[config.mk]
export PLATFORM = sky130hd
export DESIGN_NAME = fcg_frame_guard
export DESIGN_NICKNAME = d
export VERILOG_FILES = /design/src/rtl/fcg_pkg.sv /design/src/rtl/fcg_edge_counter.sv /design/src/rtl/fcg_op_capture.sv /design/src/rtl/fcg_decoder.sv /design/src/rtl/fcg_len_table.sv /design/src/rtl/fcg_frame_guard.sv
export SDC_FILE = /design/constraint.sdc
export NUM_CORES = 1
export LEC_CHECK = 0
export ABC_CLOCK_PERIOD_IN_PS = 1990
export CORE_MARGIN = 5
export CORE_UTILIZATION = 45
export CTS_BUF_LIST = sky130_fd_sc_hd__clkbuf_4
export DETAILED_ROUTE_END_ITERATION = 12
export PLACE_DENSITY = 0.66
export SYNTH_ARGS = -nofsm -noshare
export SYNTH_HDL_FRONTEND = slang
export SYNTH_SLANG_ARGS = --single-unit
[constraint.sdc]
create_clock -name clk -period 1.99 [get_ports clk]
set_input_delay 0.199 -clock clk [delete_from_list [all_inputs] [get_ports clk]]
set_output_delay 0.199 -clock clk [all_outputs]
set_load 0.02 [all_outputs]
[src/rtl/fcg_pkg.sv]
package fcg_pkg;
  localparam int OPC_W = 4;

  typedef enum logic [2:0] {
    FK_NONE  = 3'd0,
    FK_READ  = 3'd1,
    FK_WRITE = 3'd2,
    FK_ERASE = 3'd3,
    FK_WREN  = 3'd4,
    FK_WRDIS = 3'd5,
    FK_ERALL = 3'd6,
    FK_WRALL = 3'd7
  } frame_kind_e;
endpackage

[src/rtl/fcg_edge_counter.sv]
module fcg_edge_counter #(
  parameter int CNT_W = 5
) (
  input  logic             clk,
  input  logic             rst,
  input  logic             active,
  input  logic             tick,
  input  logic             din,
  output logic             started,
  output logic [CNT_W-1:0] count
);
  localparam logic [CNT_W-1:0] SAT = '1;

  always_ff @(posedge clk) begin
    if (rst || !active) begin
      started <= 1'b0;
      count   <= '0;
    end else if (tick) begin
      if (!started) begin
        if (din) begin
          started <= 1'b1;
          count   <= CNT_W'(1);
        end
      end else if (count != SAT) begin
        count <= count + CNT_W'(1);
      end
    end
  end
endmodule

[src/rtl/fcg_op_capture.sv]
module fcg_op_capture import fcg_pkg::*; #(
  parameter int CNT_W = 5
) (
  input  logic             clk,
  input  logic             rst,
  input  logic             active,
  input  logic             tick,
  input  logic             din,
  input  logic             started,
  input  logic [CNT_W-1:0] count,
  output logic [OPC_W-1:0] code
);
  // bit b is the (OPC_W-b)th bit after the start bit
  for (genvar b = 0; b < OPC_W; b++) begin : g_bit
    localparam logic [CNT_W-1:0] SLOT = CNT_W'(OPC_W - b);
    always_ff @(posedge clk) begin
      if (rst || !active) begin
        code[b] <= 1'b0;
      end else if (tick && started && count == SLOT) begin
        code[b] <= din;
      end
    end
  end
endmodule

[src/rtl/fcg_decoder.sv]
module fcg_decoder import fcg_pkg::*; #(
  parameter int CNT_W = 5
) (
  input  logic [CNT_W-1:0] count,
  input  logic [OPC_W-1:0] code,
  output frame_kind_e      kind,
  output logic             resolved,
  output logic             checked
);
  localparam logic [CNT_W-1:0] MAIN_DONE = CNT_W'(3);
  localparam logic [CNT_W-1:0] EXT_DONE  = CNT_W'(5);

  always_comb begin
    kind     = FK_NONE;
    resolved = 1'b0;
    checked  = 1'b1;
    if (count >= MAIN_DONE) begin
      unique case (code[3:2])
        2'b10: begin kind = FK_READ;  resolved = 1'b1; checked = 1'b0; end
        2'b01: begin kind = FK_WRITE; resolved = 1'b1; end
        2'b11: begin kind = FK_ERASE; resolved = 1'b1; end
        default: begin
          if (count >= EXT_DONE) begin
            resolved = 1'b1;
            unique case (code[1:0])
              2'b11:   kind = FK_WREN;
              2'b00:   kind = FK_WRDIS;
              2'b10:   kind = FK_ERALL;
              default: kind = FK_WRALL;
            endcase
          end
        end
      endcase
    end
  end
endmodule

[src/rtl/fcg_len_table.sv]
module fcg_len_table import fcg_pkg::*; #(
  parameter int CNT_W    = 5,
  parameter int OP_W     = 2,
  parameter int ADDR_X8  = 7,
  parameter int ADDR_X16 = 6,
  parameter int DATA_X8  = 8,
  parameter int DATA_X16 = 16
) (
  input  frame_kind_e      kind,
  input  logic             org16,
  output logic [CNT_W-1:0] exp_len
);
  localparam int CMD_X8   = 1 + OP_W + ADDR_X8;
  localparam int CMD_X16  = 1 + OP_W + ADDR_X16;
  localparam int DATA_L8  = CMD_X8 + DATA_X8;
  localparam int DATA_L16 = CMD_X16 + DATA_X16;

  logic carries_data;
  assign carries_data = (kind == FK_WRITE) || (kind == FK_WRALL);

  always_comb begin
    unique case ({org16, carries_data})
      2'b00:   exp_len = CNT_W'(CMD_X8);
      2'b01:   exp_len = CNT_W'(DATA_L8);
      2'b10:   exp_len = CNT_W'(CMD_X16);
      default: exp_len = CNT_W'(DATA_L16);
    endcase
  end
endmodule

[src/rtl/fcg_frame_guard.sv]
module fcg_frame_guard import fcg_pkg::*; #(
  parameter int CNT_W    = 5,
  parameter int OP_W     = 2,
  parameter int ADDR_X8  = 7,
  parameter int ADDR_X16 = 6,
  parameter int DATA_X8  = 8,
  parameter int DATA_X16 = 16
) (
  input  logic       clk,
  input  logic       rst,
  input  logic       cs_i,
  input  logic       sck_rise_i,
  input  logic       sdi_i,
  input  logic       org16_i,
  output logic       go_o,
  output logic       abort_o,
  output logic [2:0] kind_o
);
  localparam logic [CNT_W-1:0] SAT = '1;

  logic             cs_q;
  logic             started;
  logic [CNT_W-1:0] edge_cnt;
  logic [OPC_W-1:0] op_code;
  frame_kind_e      kind_dec;
  logic             resolved, checked;
  logic [CNT_W-1:0] exp_len;
  logic             cs_fall, cs_rise;
  logic             go_d, abort_d;

  fcg_edge_counter #(.CNT_W(CNT_W)) u_cnt (
    .clk(clk), .rst(rst), .active(cs_i), .tick(sck_rise_i), .din(sdi_i),
    .started(started), .count(edge_cnt)
  );

  fcg_op_capture #(.CNT_W(CNT_W)) u_cap (
    .clk(clk), .rst(rst), .active(cs_i), .tick(sck_rise_i), .din(sdi_i),
    .started(started), .count(edge_cnt), .code(op_code)
  );

  fcg_decoder #(.CNT_W(CNT_W)) u_dec (
    .count(edge_cnt), .code(op_code), .kind(kind_dec),
    .resolved(resolved), .checked(checked)
  );

  fcg_len_table #(
    .CNT_W(CNT_W), .OP_W(OP_W), .ADDR_X8(ADDR_X8), .ADDR_X16(ADDR_X16),
    .DATA_X8(DATA_X8), .DATA_X16(DATA_X16)
  ) u_len (
    .kind(kind_dec), .org16(org16_i), .exp_len(exp_len)
  );

  assign cs_fall = cs_q && !cs_i;
  assign cs_rise = !cs_q && cs_i;

  assign go_d    = started && resolved && checked
                   && (edge_cnt == exp_len) && (edge_cnt != SAT);
  assign abort_d = started && (!resolved || (checked && !go_d));

  always_ff @(posedge clk) begin
    if (rst) begin
      cs_q <= 1'b0;
    end else begin
      cs_q <= cs_i;
    end
  end

  always_ff @(posedge clk) begin
    if (rst || cs_rise) begin
      go_o    <= 1'b0;
      abort_o <= 1'b0;
      kind_o  <= FK_NONE;
    end else if (cs_fall) begin
      go_o    <= go_d;
      abort_o <= abort_d;
      kind_o  <= started ? kind_dec : FK_NONE;
    end
  end
endmodule

==> PnR_summary.wiki <==
{| class="wikitable"
! Metric !! Value
|-
| Uppermost routed layer || met4
|-
| Worst Slack Setup Final || approximately 0.11 ns
|-
| Via count of the first global-routing pass || 799
|-
| Die outline width || between 50 and 60 um
|-
| CTS tree || yes
|-
| Library cell appearing most often on the critical path || sky130_fd_sc_hd__ha_1
|-
| Drc violations || 0
|-
| Worst-Skew Late Latency || around 0.28 ns
|-
| Ordered list of cells on the worst path || ha_1, and3_2, ha_1, nand2_1, o211ai_1, or3_2, a21oi_1
|-
| Initial antenna violation count || 0
|-
| Post-synthesis instance area || 956 um2
|-
| Final count of pins violating max slew || 0
|-
| Routed length on met1 || just under 900 um
|-
| Worst hold path class || reg2reg
|-
| Maximum clock frequency || 0.531 GHz
|-
| Final hold violation count || 0
|-
| Synth area leader || sky130_fd_sc_hd__dfxtp_1
|-
| Design area || 1120 um2
|-
| Largest net degree at the start of global routing || 10
|-
| Total number of vias || about 850
|-
| Chip Height || between 50 and 60 um
|-
| Worst Path Buf+Inv || 0
|-
| Cell leakage power || roughly 0.43 nW
|-
| Number of standard cells in the final layout excluding fillers || 150
|-
| Period Utilization, post-route || 94.7%
|-
| CTS HTree Levels || 1
|-
| Avg Synthesized Cell Area || 8.69 um2
|-
| Commonest non-fill, non-tap cell in the layout || sky130_fd_sc_hd__dfxtp_1
|-
| Result of the run || finished, final reports clean
|-
| Top flip-flop cell by instance count after synthesis || sky130_fd_sc_hd__dfxtp_1
|-
| Kind of cell with the highest combined delay on the critical path || simple AND/OR/NAND/NOR gates
|-
| Critical path arrival || roughly 2.1 ns
|-
| Routed wire length || around 2000 um
|-
| Kind of critical path || reg2reg
|-
| Core area || 2000 um2
|-
| Top cell type's share of synthesized area || around 34%
|-
| First-pass GRT wire length || roughly 3400 um
|-
| Worst-margin pin slew || between 0.4 and 0.5 ns
|-
| Most frequent cells in the layout || sky130_fd_sc_hd__dfxtp_1 (15), sky130_fd_sc_hd__nor2_1 (10), sky130_fd_sc_hd__clkdlybuf4s50_1 (10)
|-
| Layout-stage area growth over the synthesis result || 17.7%
|-
| Number of enable flip-flop cells after synthesis || 0
|-
| Yosys cell types || 36
|-
| DP Cell Count || 147
|-
| Cell types with the largest area share after synthesis || sky130_fd_sc_hd__dfxtp_1 (34%), sky130_fd_sc_hd__ha_1 (9.2%), sky130_fd_sc_hd__mux2i_1 (5.2%)
|-
| Met3 wire length || 79 um
|-
| Nets || 138
|-
| Maximum single-stage delay on the critical path || 0.46 ns
|-
| Cell area after placement || about 1100 um2
|-
| Kind of end point of the critical path || register
|-
| Final ANT Viol Nets || 0
|-
| Die area || around 3100 um2
|-
| Initial DRT Pass Iterations || 4
|-
| Met2 wire len || 975 um
|-
| Async SR Flop Fraction || 0%
|-
| Final HPWL from detailed placement || ~1600 um
|-
| Maximum resistive drop on vdd || 0.000316 V
|-
| Count of antenna diodes in the layout || 0
|-
| Ports placed on the boundary || 11
|-
| Number of max-cap violations || 0
|-
| Portion of the post-synthesis area used by sequential elements || 33.5%
|-
| Power density cells || 477 nW/um2
|-
| Minimum period implied by the final worst setup slack || ~1.9 ns
|-
| Cell row count || 16
|-
| Net count after synthesis || 123
|-
| Final sum of negative setup slack || 0 ns
|-
| Clock slew at the register clock pins of the worst setup and hold paths || 0.09 ns
|-
| Synth Instances || 110
|-
| Starting density of the core || a little under half
|-
| Design Power || about 540 uW
|-
| Buffer levels on the longest clock path || 2
|-
| Routability congestion estimate from global placement || 0.859
|-
| Setup repair after global routing missed its margin || no
|-
| Total routing resource utilization after global routing || 13.4%
|-
| Worst slew margin relative to its limit || 71.9%
|-
| Required time of the worst setup path || 2.20 ns
|-
| Drt first-iter violations || 7
|-
| Final clock skew || 0.00600 ns
|-
| Synthesis Warnings || 0
|-
| CTS Root Buffer Type || sky130_fd_sc_hd__clkbuf_4
|-
| Clock Sinks || 16
|-
| Register bit count reported by yosys || 16
|-
| Residual overflow from global routing || 0
|-
| Detail-routed via count per cell || 5.65
|-
| Worst setup SP type || register
|-
| Average routed wire per standard cell || approximately 13 um
|-
| Final setup violation count || 0
|-
| Master of the slowest instance on the critical path || sky130_fd_sc_hd__or3_2
|-
| Cts bufs inserted || 3
|-
| Top fanout value on the critical path || 8
|-
| Fraction of layout cells with a size suffix above 1 || between 10% and 20%
|-
| Worst setup slack before clock tree synthesis || 0.0953 ns
|-
| Layout fillers || 185
|-
| Input/output buffers || 10
|}
registers in the layout (all words and copies together), names as in the netlist:
register and count:
u_cnt.started 1, go_o 1, u_cnt.count 5, u_cap.code 4
abort_o 1, kind_o 3, cs_q 1
kinds of logic (layout without fill, tap and decap cells):
| logic type | count (synthesis) | after routing | synth area share, % |
|---|---|---|---|
| compound gates | 32 | 32 | 24.7 |
| fa+ha+maj | 7 | 7 | 9.16 |
| simple gates | 35 | 35 | 20.0 |
| mux | 5 | 5 | 5.24 |
| flops | 16 | 16 | 33.5 |
| buf+inv | 13 | 26 | 5.50 |
| xor+xnor | 2 | 2 | 1.83 |
worst paths after layout:
check | endpoint | start | slack [ns] | cells past startpoint
setup / recovery | u_cnt.count[3] | u_cnt.count[1] | 0.11 | 7
hold / removal | kind_o[2] | kind_o[2] | 0.46 | 2
setup reg to reg | u_cnt.count[3] | u_cnt.count[1] | 0.11 | 7
hold reg to reg | kind_o[2] | kind_o[2] | 0.46 | 2
routing by layer:
layer  GRT usage (%)  up-vias
met3            2.78        4
li1                -      436
met5               0        -
met1            17.0      389
met2            20.7       19
met4            7.80        0
cell type report:
class	instances	area, um2	share of cell area (%)
well taps	27	33.8	3.00
inverters	9	33.8	3.00
repair buffers	14	130	11.6
clock buffers	3	22.5	2.00
flip-flops and latches	16	322	28.6
multi-input cells	81	583	51.8
synth_stat cells, types with 2 or more instances:
| cell type | instances |
|---|---|
| sky130_fd_sc_hd__a22oi_1 | 4 |
| sky130_fd_sc_hd__nor3_1 | 2 |
| sky130_fd_sc_hd__dfxtp_1 | 16 |
| sky130_fd_sc_hd__buf_2 | 2 |
| sky130_fd_sc_hd__o2111ai_1 | 2 |
| sky130_fd_sc_hd__mux2i_1 | 5 |
| sky130_fd_sc_hd__nor2_1 | 10 |
| sky130_fd_sc_hd__and2_1 | 2 |
| sky130_fd_sc_hd__a211oi_1 | 4 |
| sky130_fd_sc_hd__nand3b_1 | 4 |
| sky130_fd_sc_hd__o21ai_0 | 4 |
| sky130_fd_sc_hd__nand2_1 | 5 |
| sky130_fd_sc_hd__inv_1 | 9 |
| sky130_fd_sc_hd__a21o_1 | 2 |
| sky130_fd_sc_hd__a311oi_1 | 2 |
| sky130_fd_sc_hd__nand3_1 | 3 |
| sky130_fd_sc_hd__a21oi_1 | 7 |
| sky130_fd_sc_hd__nand2b_1 | 2 |
| sky130_fd_sc_hd__ha_1 | 7 |
| sky130_fd_sc_hd__o31ai_1 | 2 |
through the flow:
stage               hold WS, ns  util (%)
floorplan                 0.300         -
global placement          0.440      55.0
detailed placement        0.455      55.0
CTS                       0.468      56.1
global route              0.496      56.2
finish                    0.460      56.2
tightest hold or removal path, delay by kind of cell, from the launching register on:
kind,cells,cell delay [ns]
flops,1,0.32
compound gates,1,0.05
simple gates,1,0.05
where the power goes:
group          switching (mW)  leakage, nW  internal (mW)
Combinational          0.0247        0.285         0.0227
Clock                  0.0923       0.0138         0.0701
Sequential            0.00375        0.130          0.323
repair_timing:
action | CTS | global route
hold buffers | 0 | 0
endpoints found under the setup margin | 0 | 1
resized for setup | 0 | 1
setup buffers | 0 | 0
Power figures use the tool's default switching activity.
